`src/rtl/taint_pkg.sv`:
```
`timescale 1ns/1ps
package taint_pkg;
    typedef enum logic {
        LBL_TRUSTED   = 1'b0,
        LBL_UNTRUSTED = 1'b1
    } label_e;

    localparam int unsigned DEFAULT_WIDTH = 2;

    // Exact label of one 2:1 selection bit.
    function automatic logic sel_label(input logic s, input logic s_t,
                                       input logic a, input logic a_t,
                                       input logic b, input logic b_t);
        logic res;
        if (s_t) res = a_t | b_t | (a ^ b);
        else     res = s ? b_t : a_t;
        return res;
    endfunction
endpackage

```
`src/rtl/taint_and.sv`:
```
`timescale 1ns/1ps
module taint_and #(
    parameter int unsigned WIDTH = 2
) (
    input  logic [WIDTH-1:0] a,
    input  logic [WIDTH-1:0] a_t,
    input  logic [WIDTH-1:0] b,
    input  logic [WIDTH-1:0] b_t,
    output logic [WIDTH-1:0] y,
    output logic [WIDTH-1:0] y_t
);
    import taint_pkg::*;

    for (genvar i = 0; i < WIDTH; i++) begin : g_bit
        always_comb begin
            y[i]   = a[i] & b[i];
            y_t[i] = (a[i] & b_t[i]) | (b[i] & a_t[i]) | (a_t[i] & b_t[i]);
        end

        always_comb begin
            // a trusted zero on either side masks the other side
            p_and_trusted_zero_r2: assert (!((!a[i] && a_t[i] == LBL_TRUSTED) ||
                                             (!b[i] && b_t[i] == LBL_TRUSTED)) ||
                                           y_t[i] == LBL_TRUSTED);
            // no label from nothing
            p_and_no_overtaint_r11: assert (!(y_t[i] && !a_t[i] && !b_t[i]));
        end
    end
endmodule

```
`src/rtl/taint_or.sv`:
```
`timescale 1ns/1ps
module taint_or #(
    parameter int unsigned WIDTH = 2
) (
    input  logic [WIDTH-1:0] a,
    input  logic [WIDTH-1:0] a_t,
    input  logic [WIDTH-1:0] b,
    input  logic [WIDTH-1:0] b_t,
    output logic [WIDTH-1:0] y,
    output logic [WIDTH-1:0] y_t
);
    import taint_pkg::*;

    for (genvar i = 0; i < WIDTH; i++) begin : g_bit
        always_comb begin
            y[i]   = a[i] | b[i];
            y_t[i] = (~a[i] & b_t[i]) | (~b[i] & a_t[i]) | (a_t[i] & b_t[i]);
        end

        always_comb begin
            // a trusted one on either side masks the other side
            p_or_trusted_one_r3: assert (!((a[i] && a_t[i] == LBL_TRUSTED) ||
                                           (b[i] && b_t[i] == LBL_TRUSTED)) ||
                                         y_t[i] == LBL_TRUSTED);
            // no label from nothing
            p_or_no_overtaint_r11: assert (!(y_t[i] && !a_t[i] && !b_t[i]));
        end
    end
endmodule

```
`src/rtl/taint_mux.sv`:
```
`timescale 1ns/1ps
module taint_mux #(
    parameter int unsigned WIDTH = 2
) (
    input  logic             s,
    input  logic             s_t,
    input  logic [WIDTH-1:0] a,
    input  logic [WIDTH-1:0] a_t,
    input  logic [WIDTH-1:0] b,
    input  logic [WIDTH-1:0] b_t,
    output logic [WIDTH-1:0] y,
    output logic [WIDTH-1:0] y_t
);
    import taint_pkg::*;

    for (genvar i = 0; i < WIDTH; i++) begin : g_bit
        always_comb begin
            y[i]   = s ? b[i] : a[i];
            y_t[i] = sel_label(s, s_t, a[i], a_t[i], b[i], b_t[i]);
        end

        always_comb begin
            // trusted select passes only the chosen label
            p_mux_trusted_sel_r4: assert (s_t || (y_t[i] == (s ? b_t[i] : a_t[i])));
            // untrusted select over equal trusted data stays clean
            p_mux_equal_data_r5: assert (!(s_t && a[i] == b[i] && !a_t[i] && !b_t[i]) ||
                                         y_t[i] == LBL_TRUSTED);
            // no label from nothing
            p_mux_no_overtaint_r11: assert (!(y_t[i] && !s_t && !a_t[i] && !b_t[i]));
        end
    end
endmodule

```
`src/rtl/taint_reg.sv`:
```
`timescale 1ns/1ps
module taint_reg #(
    parameter int unsigned WIDTH = 2
) (
    input  logic             clk,
    input  logic             rst,
    input  logic             rst_t,
    input  logic             en,
    input  logic             en_t,
    input  logic [WIDTH-1:0] d,
    input  logic [WIDTH-1:0] d_t,
    output logic [WIDTH-1:0] q,
    output logic [WIDTH-1:0] q_t
);
    import taint_pkg::*;

    localparam logic [WIDTH-1:0] ZERO_VAL = '0;
    localparam logic [WIDTH-1:0] ZERO_LBL = {WIDTH{LBL_TRUSTED}};

    logic [WIDTH-1:0] load_v, load_t;
    logic [WIDTH-1:0] next_v, next_t;

    // enable path: hold q or take d
    taint_mux #(.WIDTH(WIDTH)) u_load (
        .s(en), .s_t(en_t),
        .a(q), .a_t(q_t),
        .b(d), .b_t(d_t),
        .y(load_v), .y_t(load_t)
    );

    // reset path: keep load result or force trusted zero
    taint_mux #(.WIDTH(WIDTH)) u_clear (
        .s(rst), .s_t(rst_t),
        .a(load_v), .a_t(load_t),
        .b(ZERO_VAL), .b_t(ZERO_LBL),
        .y(next_v), .y_t(next_t)
    );

    always_ff @(posedge clk) begin
        q   <= next_v;
        q_t <= next_t;
    end

    p_trusted_reset_r6: assert property (@(posedge clk) disable iff (rst_t)
        rst |=> (q == ZERO_VAL && q_t == ZERO_LBL));

    p_trusted_load_r7: assert property (@(posedge clk) disable iff (rst)
        (!rst_t && en && !en_t) |=> (q == $past(d) && q_t == $past(d_t)));

    p_trusted_hold_r8: assert property (@(posedge clk) disable iff (rst)
        (!rst_t && !en && !en_t) |=> ($stable(q) && $stable(q_t)));
endmodule

```
`src/rtl/taint_cells_top.sv`:
```
`timescale 1ns/1ps
module taint_cells_top #(
    parameter int unsigned WIDTH = taint_pkg::DEFAULT_WIDTH
) (
    input  logic             clk,
    input  logic [WIDTH-1:0] and_a,
    input  logic [WIDTH-1:0] and_a_t,
    input  logic [WIDTH-1:0] and_b,
    input  logic [WIDTH-1:0] and_b_t,
    output logic [WIDTH-1:0] and_y,
    output logic [WIDTH-1:0] and_y_t,
    input  logic [WIDTH-1:0] or_a,
    input  logic [WIDTH-1:0] or_a_t,
    input  logic [WIDTH-1:0] or_b,
    input  logic [WIDTH-1:0] or_b_t,
    output logic [WIDTH-1:0] or_y,
    output logic [WIDTH-1:0] or_y_t,
    input  logic             mux_sel,
    input  logic             mux_sel_t,
    input  logic [WIDTH-1:0] mux_a,
    input  logic [WIDTH-1:0] mux_a_t,
    input  logic [WIDTH-1:0] mux_b,
    input  logic [WIDTH-1:0] mux_b_t,
    output logic [WIDTH-1:0] mux_y,
    output logic [WIDTH-1:0] mux_y_t,
    input  logic             reg_rst,
    input  logic             reg_rst_t,
    input  logic             reg_en,
    input  logic             reg_en_t,
    input  logic [WIDTH-1:0] reg_d,
    input  logic [WIDTH-1:0] reg_d_t,
    output logic [WIDTH-1:0] reg_q,
    output logic [WIDTH-1:0] reg_q_t
);
    taint_and #(.WIDTH(WIDTH)) u_and (
        .a(and_a), .a_t(and_a_t), .b(and_b), .b_t(and_b_t),
        .y(and_y), .y_t(and_y_t)
    );

    taint_or #(.WIDTH(WIDTH)) u_or (
        .a(or_a), .a_t(or_a_t), .b(or_b), .b_t(or_b_t),
        .y(or_y), .y_t(or_y_t)
    );

    taint_mux #(.WIDTH(WIDTH)) u_mux (
        .s(mux_sel), .s_t(mux_sel_t),
        .a(mux_a), .a_t(mux_a_t), .b(mux_b), .b_t(mux_b_t),
        .y(mux_y), .y_t(mux_y_t)
    );

    taint_reg #(.WIDTH(WIDTH)) u_reg (
        .clk(clk),
        .rst(reg_rst), .rst_t(reg_rst_t),
        .en(reg_en), .en_t(reg_en_t),
        .d(reg_d), .d_t(reg_d_t),
        .q(reg_q), .q_t(reg_q_t)
    );
endmodule

```
`config.mk`:
```
export PLATFORM = sky130hd
export DESIGN_NAME = taint_cells_top
export DESIGN_NICKNAME = d
export VERILOG_FILES = /design/src/rtl/taint_pkg.sv /design/src/rtl/taint_and.sv /design/src/rtl/taint_or.sv /design/src/rtl/taint_mux.sv /design/src/rtl/taint_reg.sv /design/src/rtl/taint_cells_top.sv
export SDC_FILE = /design/constraint.sdc
export NUM_CORES = 1
export LEC_CHECK = 0
export BUFFER_PORTS_ARGS = -buffer_cell sky130_fd_sc_hd__buf_2
export CORE_ASPECT_RATIO = 0.9
export CORE_MARGIN = 10
export CORE_UTILIZATION = 28
export DETAILED_ROUTE_END_ITERATION = 10
export GPL_TIMING_DRIVEN = 0
export PLACE_DENSITY = 0.78
export SLEW_MARGIN = 20
export SYNTH_ARGS = -nofsm -noshare
export SYNTH_HDL_FRONTEND = slang
export SYNTH_HIERARCHICAL = 1
export SYNTH_SLANG_ARGS = --single-unit
```
`constraint.sdc`:
```
create_clock -name clk -period 1.25 [get_ports clk]
set_clock_uncertainty 0.05 [all_clocks]
set_input_delay 0.125 -clock clk [delete_from_list [all_inputs] [get_ports clk]]
set_output_delay 0.125 -clock clk [all_outputs]
set_load 0.03 [all_outputs]
```
==> run_results.csv, run 1 <==
group,metric,value,unit
clock_network,clockBufferDepth,2,
place,portBuffers,50,
detailed_routing,dr.pass1.iters,4,
cells_and_area,final_core_util,0.536,
detailed_routing,antenna_left,0,
sta,postLayoutSetupSlackWorst,-0.120,ns
detailed_routing,via_per_inst,4.68,
run,drv_cap,0,
global_route,grt_pass1_vias,592,
place,dpl_cell_area,744,sq um
clock_network,clkLatencyLatePin,0.23,ns
setup_path,crit_path_max_fanout,3,
yosys,synth_flop_cell,"dfxtp_1",
floorplanning,start_util,0.293,
sta,finalCriticalPeriod,1.37,ns
yosys,yosysSeqAreaShare,0.191,
power_and_ir_drop,power.leakage,0.413,nW
global_route,grt_start_max_net_pins,5,
global_route,grt_first_pass_wirelength,2370,um
clock_network,cts_made_buffers,3,
setup_path,critical_path_class,"flop to flop",
setup_path,worstSetupStartpointType,"flop",
yosys,yosysTopAreaCellShare,0.191,
yosys,yosys-top-cells-count,"mux2_1 (6), mux2_2 (6), o32a_1 (6), xor2_1 (6)",
cells_and_area,syn_to_final_growth,83.0,%
detailed_routing,vias,562,
setup_path,worstPathArrival,1.43,ns
power_and_ir_drop,power_density,816,nW/um^2
clock_network,cts_root_buf,"clkbuf_4",
floorplanning,die_x,60.8,um
floorplanning,die_area,3450,sq um
floorplanning,core-area,1430,sq um
detailed_routing,drc_errors,0,
sta,hold_viol,0,
place,gp_congestion,0.733,
floorplanning,num_rows,13,
detailed_routing,drt-wirelength-per-cell,13.8,um
sta,setup_viol,2,
cells_and_area,antenna_cells,0,
global_route,grt_remaining_overflow,0,
detailed_routing,routed_wl,1660,um
global_route,track_usage,0.0883,
cells_and_area,design_area,767,sq um
place,hpwlAfterDp,1540,um
setup_path,worstPathRequired,1.31,ns
sta,max_freq,730,MHz
yosys,synth_area_leaders,"dfxtp_1 (19%), mux2_1 (16%), mux2_2 (16%)",
clock_network,cts_setup_buffers,0,
yosys,syn_inst,45,
yosys,synthArstFlopShare,0,
yosys,syn_area,419,sq um
run_status,failed_checks,"negative setup slack",
detailed_routing,drtIter0Drc,12,
yosys,ys_ff_latch,4,
clock_network,clk_pin_slew_worst_paths,0.04,ns
global_route,grt_antenna_before_repair,0,
cells_and_area,fin_nets,142,
floorplanning,ios,51,
yosys,synth_top_area_cell,"dfxtp_1",
clock_network,cts_tree,"yes",
sta,maxSlewViolCount,0,
cells_and_area,layout-drive-gt1-share,0.657,
worst_hold_path,min_path_type,"primary input to flop",
run_status,status,"complete, but fails checks",
sta,period_share,1.10,
sta,rsz0062_at_grt,"yes",
yosys,synth_area_per_cell,9.31,sq um
clock_network,h-tree-depth,1,
yosys,ys_warn_count,6,
setup_path,cp-end-kind,"flop",
floorplanning,die_h,56.7,um
clock_network,clock-sinks,4,
power_and_ir_drop,vdd_drop_max,476,uV
yosys,synth.lib_cells_used.distinct,13,
yosys,synth_edf_count,0,
## sequential cells by signal, indices dropped and copies added (netlist names)
register,count
u_reg/q_t,2
u_reg/q,2
## timing repair
action | in CTS | in global routing
endpoints found under the hold margin | 0 | 0
gates resized for setup | 0 | 0
hold buffers | 0 | 0
endpoints found under the setup margin | 2 | 2
## cell families after synthesis
group,share of synthesized area
flip-flops,0.191
other,0.00895
AND/OR/NAND/NOR,0.125
buffers and inverters,0.0179
XOR/XNOR,0.125
AO/OA/AOI/OAI,0.209
multiplexers,0.322
## critical path: stages, from the launching register on
cell	delay (ns)
dfxtp_4	0.33
xor2_1	0.13
o32a_1	0.30
mux2_4	0.27
o32a_1	0.17
## where the power goes
group          internal [mW]  switching, mW  total, mW  leakage (nW)
Clock                  0.107         0.0462      0.153        0.0138
Combinational          0.144          0.173      0.317         0.365
Sequential             0.145         0.0108      0.156        0.0344
## metal layers
layer | global-route usage | routed length (um) | up-vias
li1 | - | - | 285
met1 | 0.0685 | 471 | 238
met2 | 0.156 | 781 | 35
met3 | 0.0584 | 364 | 4
met4 | 0.0502 | 40 | 0
met5 | 0 | 0 | -
## per-stage QoR
stage / std cells / setup TNS [ns] / setup slack, ns / hold WS, ns / power [mW]
floorplan: 52 / -0.248 / -0.132 / 0.203 / 0.355
global placement: 117 / -0.192 / -0.105 / 0.316 / 0.467
detailed placement: 117 / -0.225 / -0.118 / 0.332 / 0.478
CTS: 120 / -0.236 / -0.124 / 0.0901 / 0.640
global route: 120 / -0.311 / -0.171 / 0.0976 / 0.677
finish: 120 / -0.228 / -0.120 / 0.0940 / 0.626
## worst paths after layout
| kind | slack (ns) | startpoint | end | cells past startpoint |
|---|---|---|---|---|
| max | -0.12 | u_reg/q[0] | u_reg/q_t[0] | 4 |
| min | 0.09 | reg_rst_t | u_reg/q_t[0] | 2 |
| max reg2reg | -0.12 | u_reg/q[0] | u_reg/q_t[0] | 4 |
| min reg2reg | 0.61 | u_reg/q[0] | u_reg/q[0] | 2 |
## layout make-up
class / count / area, sq um
repair buffers: 50 / 250
well taps: 15 / 18.8
inverters: 2 / 7.51
fillers: 129 / 664
multi-input cells: 46 / 373
flip-flops and latches: 4 / 95.1
clock buffers: 3 / 22.5
## layout by cell type, fill, tap and decap left out
cell type   n
buf_2      50
conb_1      8
mux2_2      6
xor2_1      6
o32a_1      6
nor2_1      4
dfxtp_4     4
mux2_4      4
clkbuf_4    3
and2_1      2
a21oi_1     2
mux2_1      2
or2_2       2
inv_1       2
nand2b_1    2
a22o_1      2
Power figures use the tool's default switching activity.
==> inputs of run 2 (changes only) <==
CORE_MARGIN = default   (was 10)
==> run_results.csv, run 2 (synthesis results as in run 1) <==
group,metric,value,unit
run_status,status,"complete, but fails checks",
run_status,failed_checks,"negative setup slack",
cells_and_area,layout-drive-gt1-share,0.657,
detailed_routing,routed_wl,1180,um
floorplanning,die_area,1660,sq um
setup_path,r2r-start,"u_reg/q[0]",
floorplanning,start_util,0.321,
sta,max_freq,711,MHz
cells_and_area,final_cell_mix,"buf_2 (50), conb_1 (8), mux2_2 (6), xor2_1 (6), o32a_1 (6)",
power_and_ir_drop,p_clk_frac,0.247,
clock_network,post_cts_resize_count,0,
clock_network,clockBufferDepth,2,
setup_path,worstPathArrival,1.46,ns
clock_network,h-tree-depth,1,
detailed_routing,antenna_left,0,
detailed_routing,drc_errors,0,
setup_path,cp-end-kind,"flop",
detailed_routing,drt-wirelength-per-cell,9.92,um
run,drv_cap,0,
power_and_ir_drop,power.leakage,0.413,nW
setup_path,reg2reg_to,"u_reg/q_t[0]",
setup_path,reg2regPathDepth,4,
sta,rsz0062_at_grt,"yes",
detailed_routing,via_per_inst,4.61,
power_and_ir_drop,p_sw_frac,0.365,
clock_network,cts_tree,"yes",
floorplanning,num_rows,12,
floorplanning,core-area,1310,sq um
place,dpl_cell_area,743,sq um
place,gp_congestion,0.651,
power_and_ir_drop,switchingPower,0.228,mW
cells_and_area,design_area,766,sq um
sta,finalCriticalPeriod,1.41,ns
setup_path,critical_path_class,"flop to flop",
floorplanning,ios,51,
place,portBuffers,50,
power_and_ir_drop,pwr-share-comb,0.505,
global_route,grt_antenna_before_repair,0,
cells_and_area,syn_to_final_growth,82.7,%
sta,maxSlewViolCount,0,
place,hpwlAfterDp,1050,um
setup_path,r2r_slack,-0.16,ns
worst_hold_path,min-delay-start,"reg_rst_t",
cells_and_area,seq_area,95.1,sq um
sta,setup_viol,2,
cells_and_area,final_common_cell,"buf_2",
cells_and_area,fin_nets,142,
global_route,track_usage,0.154,
clock_network,cts_root_buf,"clkbuf_4",
clock_network,clock-sinks,4,
floorplanning,die_x,42.8,um
cells_and_area,multi_input_area,373,sq um
global_route,grt_pass1_vias,509,
power_and_ir_drop,power.total,0.624,mW
sta,postLayoutSetupSlackWorst,-0.156,ns
clock_network,cts_made_buffers,3,
sta,hold_viol,0,
global_route,grt_first_pass_wirelength,1930,um
worst_hold_path,holdPathStages,2,
setup_path,worstSetupStartpointType,"flop",
global_route,grt_start_max_net_pins,5,
power_and_ir_drop,vdd_drop_max,738,uV
global_route,grt_remaining_overflow,0,
setup_path,crit_path_max_fanout,3,
sta,period_share,1.12,
power_and_ir_drop,p_seq_frac,0.248,
detailed_routing,drtIter0Drc,4,
detailed_routing,vias,548,
setup_path,worstPathRequired,1.31,ns
clock_network,clk_pin_slew_worst_paths,0.04,ns
clock_network,cts_setup_buffers,0,
power_and_ir_drop,p_int,0.396,mW
clock_network,clkLatencyLatePin,0.23,ns
cells_and_area,top_regs,"u_reg/q (2), u_reg/q_t (2)",
power_and_ir_drop,power_density,815,nW/um^2
cells_and_area,antenna_cells,0,
worst_hold_path,min_path_type,"primary input to flop",
detailed_routing,dr.pass1.iters,2,
floorplanning,die_h,38.7,um
worst_hold_path,min_to,"u_reg/q_t[0]",
cells_and_area,fillCellCount,130,
==> run 2: what timing repair did <==
action,4_1_cts,5_1_grt
endpoints found under the setup margin,2,2
pin swaps,0,0
hold buffers,0,0
==> run 2: per-stage QoR <==
step | util | cells | worst slack [ns] | hold WS [ns] | TNS [ns]
2_1_floorplan | - | 52 | -0.132 | 0.203 | -0.248
3_3_place_gp | 0.569 | 116 | -0.110 | 0.318 | -0.199
3_5_place_dp | 0.569 | 116 | -0.148 | 0.323 | -0.250
4_1_cts | 0.586 | 119 | -0.164 | 0.0884 | -0.282
5_1_grt | 0.586 | 119 | -0.190 | 0.113 | -0.353
6_report | 0.586 | 119 | -0.156 | 0.108 | -0.265
==> run 2: how the worst max path moves through the flow <==
stage                          start  slack [ns]            to
after CTS                 u_reg/q[0]       -0.16  u_reg/q_t[0]
final                     u_reg/q[0]       -0.16  u_reg/q_t[0]
after floorplan           u_reg/q[0]       -0.13  u_reg/q_t[0]
after global placement    u_reg/q[0]       -0.11  u_reg/q_t[0]
after global routing      u_reg/q[0]       -0.19  u_reg/q_t[0]
after detailed placement  u_reg/q[0]       -0.15  u_reg/q_t[0]
==> run 2: routing by layer <==
| metal | up-vias | wire length, um | global-route usage |
|---|---|---|---|
| met5 | - | 0 | 0 |
| met4 | 0 | 0 | 0.0234 |
| met3 | 0 | 127 | 0.0467 |
| met2 | 30 | 637 | 0.322 |
| met1 | 234 | 415 | 0.151 |
| li1 | 284 | - | - |
==> run 2: critical path: stages, from the launching register on <==
cell and delay (ns):
dfxtp_4 0.34, xor2_1 0.14, o32a_1 0.31, mux2_4 0.27
o32a_1 0.17
==> run 2: layout make-up <==
class	instances	area share
inverters	2	0.00980
multi-input cells	46	0.487
clock buffers	3	0.0294
repair buffers	50	0.327
well taps	14	0.0229
flip-flops and latches	4	0.124
==> run 2: power by group through the flow <==
stage	logic [mW]	clock network, mW	registers (mW)
after detailed placement	0.316	0	0.157
final	0.315	0.154	0.154
after global routing	0.343	0.171	0.157
after floorplan	0.169	0	0.186
after global placement	0.307	0	0.156
after CTS	0.318	0.164	0.155
==> inputs of run 3 (changes only) <==
CORE_ASPECT_RATIO = default   (was 0.9)
==> run_results.csv, run 3 (synthesis results as in run 1) <==
group,metric,value,unit
detailed_routing,vias,550,
floorplanning,die_h,40.7,um
power_and_ir_drop,p_seq_frac,0.250,
clock_network,cts_root_buf,"clkbuf_4",
sta,finalCriticalPeriod,1.38,ns
setup_path,worst_path_most_repeated_cell,"o32a_1",
detailed_routing,drtIter0Drc,4,
global_route,grt_antenna_before_repair,0,
setup_path,worstPathArrival,1.45,ns
cells_and_area,antenna_cells,0,
power_and_ir_drop,power.leakage,0.414,nW
clock_network,ctsHoldBuffers,0,
place,dp.cells,117,
power_and_ir_drop,p_int,0.397,mW
clock_network,cts_made_buffers,3,
sta,postLayoutSetupSlackWorst,-0.133,ns
detailed_routing,via_per_inst,4.58,
setup_path,worstSetupStartpointType,"flop",
power_and_ir_drop,pwr-share-comb,0.503,
setup_path,crit_path_max_fanout,3,
setup_path,crit_chain,"xor2_2 > o32a_1 > mux2_4 > o32a_1",
sta,rsz0062_at_grt,"yes",
floorplanning,core-area,1350,sq um
global_route,grt_remaining_overflow,0,
sta,hold_viol,0,
cells_and_area,fin_nets,142,
setup_path,critical_path_class,"flop to flop",
floorplanning,start_util,0.310,
setup_path,cpMaxStageDelayCell,"dfxtp_4",
detailed_routing,drc_errors,0,
floorplanning,ios,51,
cells_and_area,fillCellCount,132,
power_and_ir_drop,power_density,813,nW/um^2
power_and_ir_drop,switchingPower,0.232,mW
floorplanning,die_area,1660,sq um
sta,maxSlewViolCount,0,
setup_path,cp-end-kind,"flop",
cells_and_area,layout-drive-gt1-share,0.667,
clock_network,clk_pin_slew_worst_paths,0.04,ns
cells_and_area,instances_no_fill,120,
sta,max_freq,723,MHz
power_and_ir_drop,p_clk_frac,0.248,
setup_path,path_buf_inv,0,
global_route,grt_first_pass_wirelength,1480,um
setup_path,worstPathRequired,1.31,ns
clock_network,clockBufferDepth,2,
power_and_ir_drop,p_sw_frac,0.369,
worst_hold_path,min_path_type,"primary input to flop",
run_status,status,"complete, but fails checks",
detailed_routing,dr.pass1.iters,4,
floorplanning,num_rows,13,
cells_and_area,syn_to_final_growth,84.8,%
clock_network,clkLatencyLatePin,0.23,ns
cells_and_area,final_common_cell,"buf_2",
sta,period_share,1.11,
floorplanning,die_x,40.7,um
run_status,failed_checks,"negative setup slack",
power_and_ir_drop,vdd_drop_max,409,uV
global_route,grt_pass1_vias,400,
cells_and_area,top_regs,"u_reg/q (2), u_reg/q_t (2)",
clock_network,h-tree-depth,1,
clock_network,clock-sinks,4,
run,drv_cap,0,
detailed_routing,drt-wirelength-per-cell,9.98,um
clock_network,cts_tree,"yes",
detailed_routing,routed_wl,1200,um
global_route,track_usage,0.132,
place,portBuffers,50,
sta,fin_hold_ws,0.0898,ns
cells_and_area,final_cell_mix,"buf_2 (50), conb_1 (8), mux2_2 (6), o32a_1 (6), xor2_1 (5)",
place,hpwlAfterDp,1040,um
global_route,grt_start_max_net_pins,5,
place,gp_congestion,0.736,
detailed_routing,antenna_left,0,
setup_path,slowest_delay,0.34,ns
sta,setup_viol,2,
setup_path,cp_top_family,"compound AO/OA/AOI/OAI gates",
==> run 3: layer usage <==
metal  GRT usage  routed length (um)  part of all wire  up-vias
met4      0.0750                   0                 0        0
met3           0                  96             0.080        0
li1            -                   -                 -      283
met2       0.250                 648              0.54       27
met1       0.147                 452              0.38      240
met5           0                   0                 0        -
==> run 3: layout make-up <==
class	instances	area, sq um	share of cell area
clock buffer	3	22.5	0.0291
inverter	2	7.51	0.00969
multi-input combinational	46	380	0.491
sequential	4	95.1	0.123
tap	15	18.8	0.0242
timing repair buffer	50	250	0.323
==> run 3: path summary, 6_finish.rpt <==
check                           cells after the start      endpoint  startpoint  slack (ns)
worst max-delay path                                4  u_reg/q_t[0]  u_reg/q[0]       -0.13
worst min-delay path                                2  u_reg/q_t[0]   reg_rst_t        0.09
worst max register to register                      4  u_reg/q_t[0]  u_reg/q[0]       -0.13
worst min register to register                      2    u_reg/q[1]  u_reg/q[1]        0.63
==> run 3: through the flow <==
step,setup TNS [ns],power [mW],cell area [sq um],utilization,setup slack (ns)
after floorplan,-0.248,0.355,475,-,-0.132
after global placement,-0.201,0.464,744,0.551,-0.110
after detailed placement,-0.248,0.473,744,0.551,-0.129
after CTS,-0.259,0.639,767,0.568,-0.135
after global routing,-0.328,0.683,774,0.574,-0.166
final,-0.245,0.630,774,0.574,-0.133
==> run 3: power by group through the flow <==
stage                     sequential [mW]  combinational (mW)  clock [mW]
after floorplan                     0.186               0.169           0
after global placement              0.157               0.307           0
after detailed placement            0.158               0.315           0
after CTS                           0.156               0.315       0.167
after global routing                0.160               0.342       0.181
final                               0.157               0.317       0.156
==> run 3: repair_timing <==
item                       4_1_cts  5_1_grt
resized for setup                0        1
setup endpoints to repair        2        2
setup buffers                    0        0
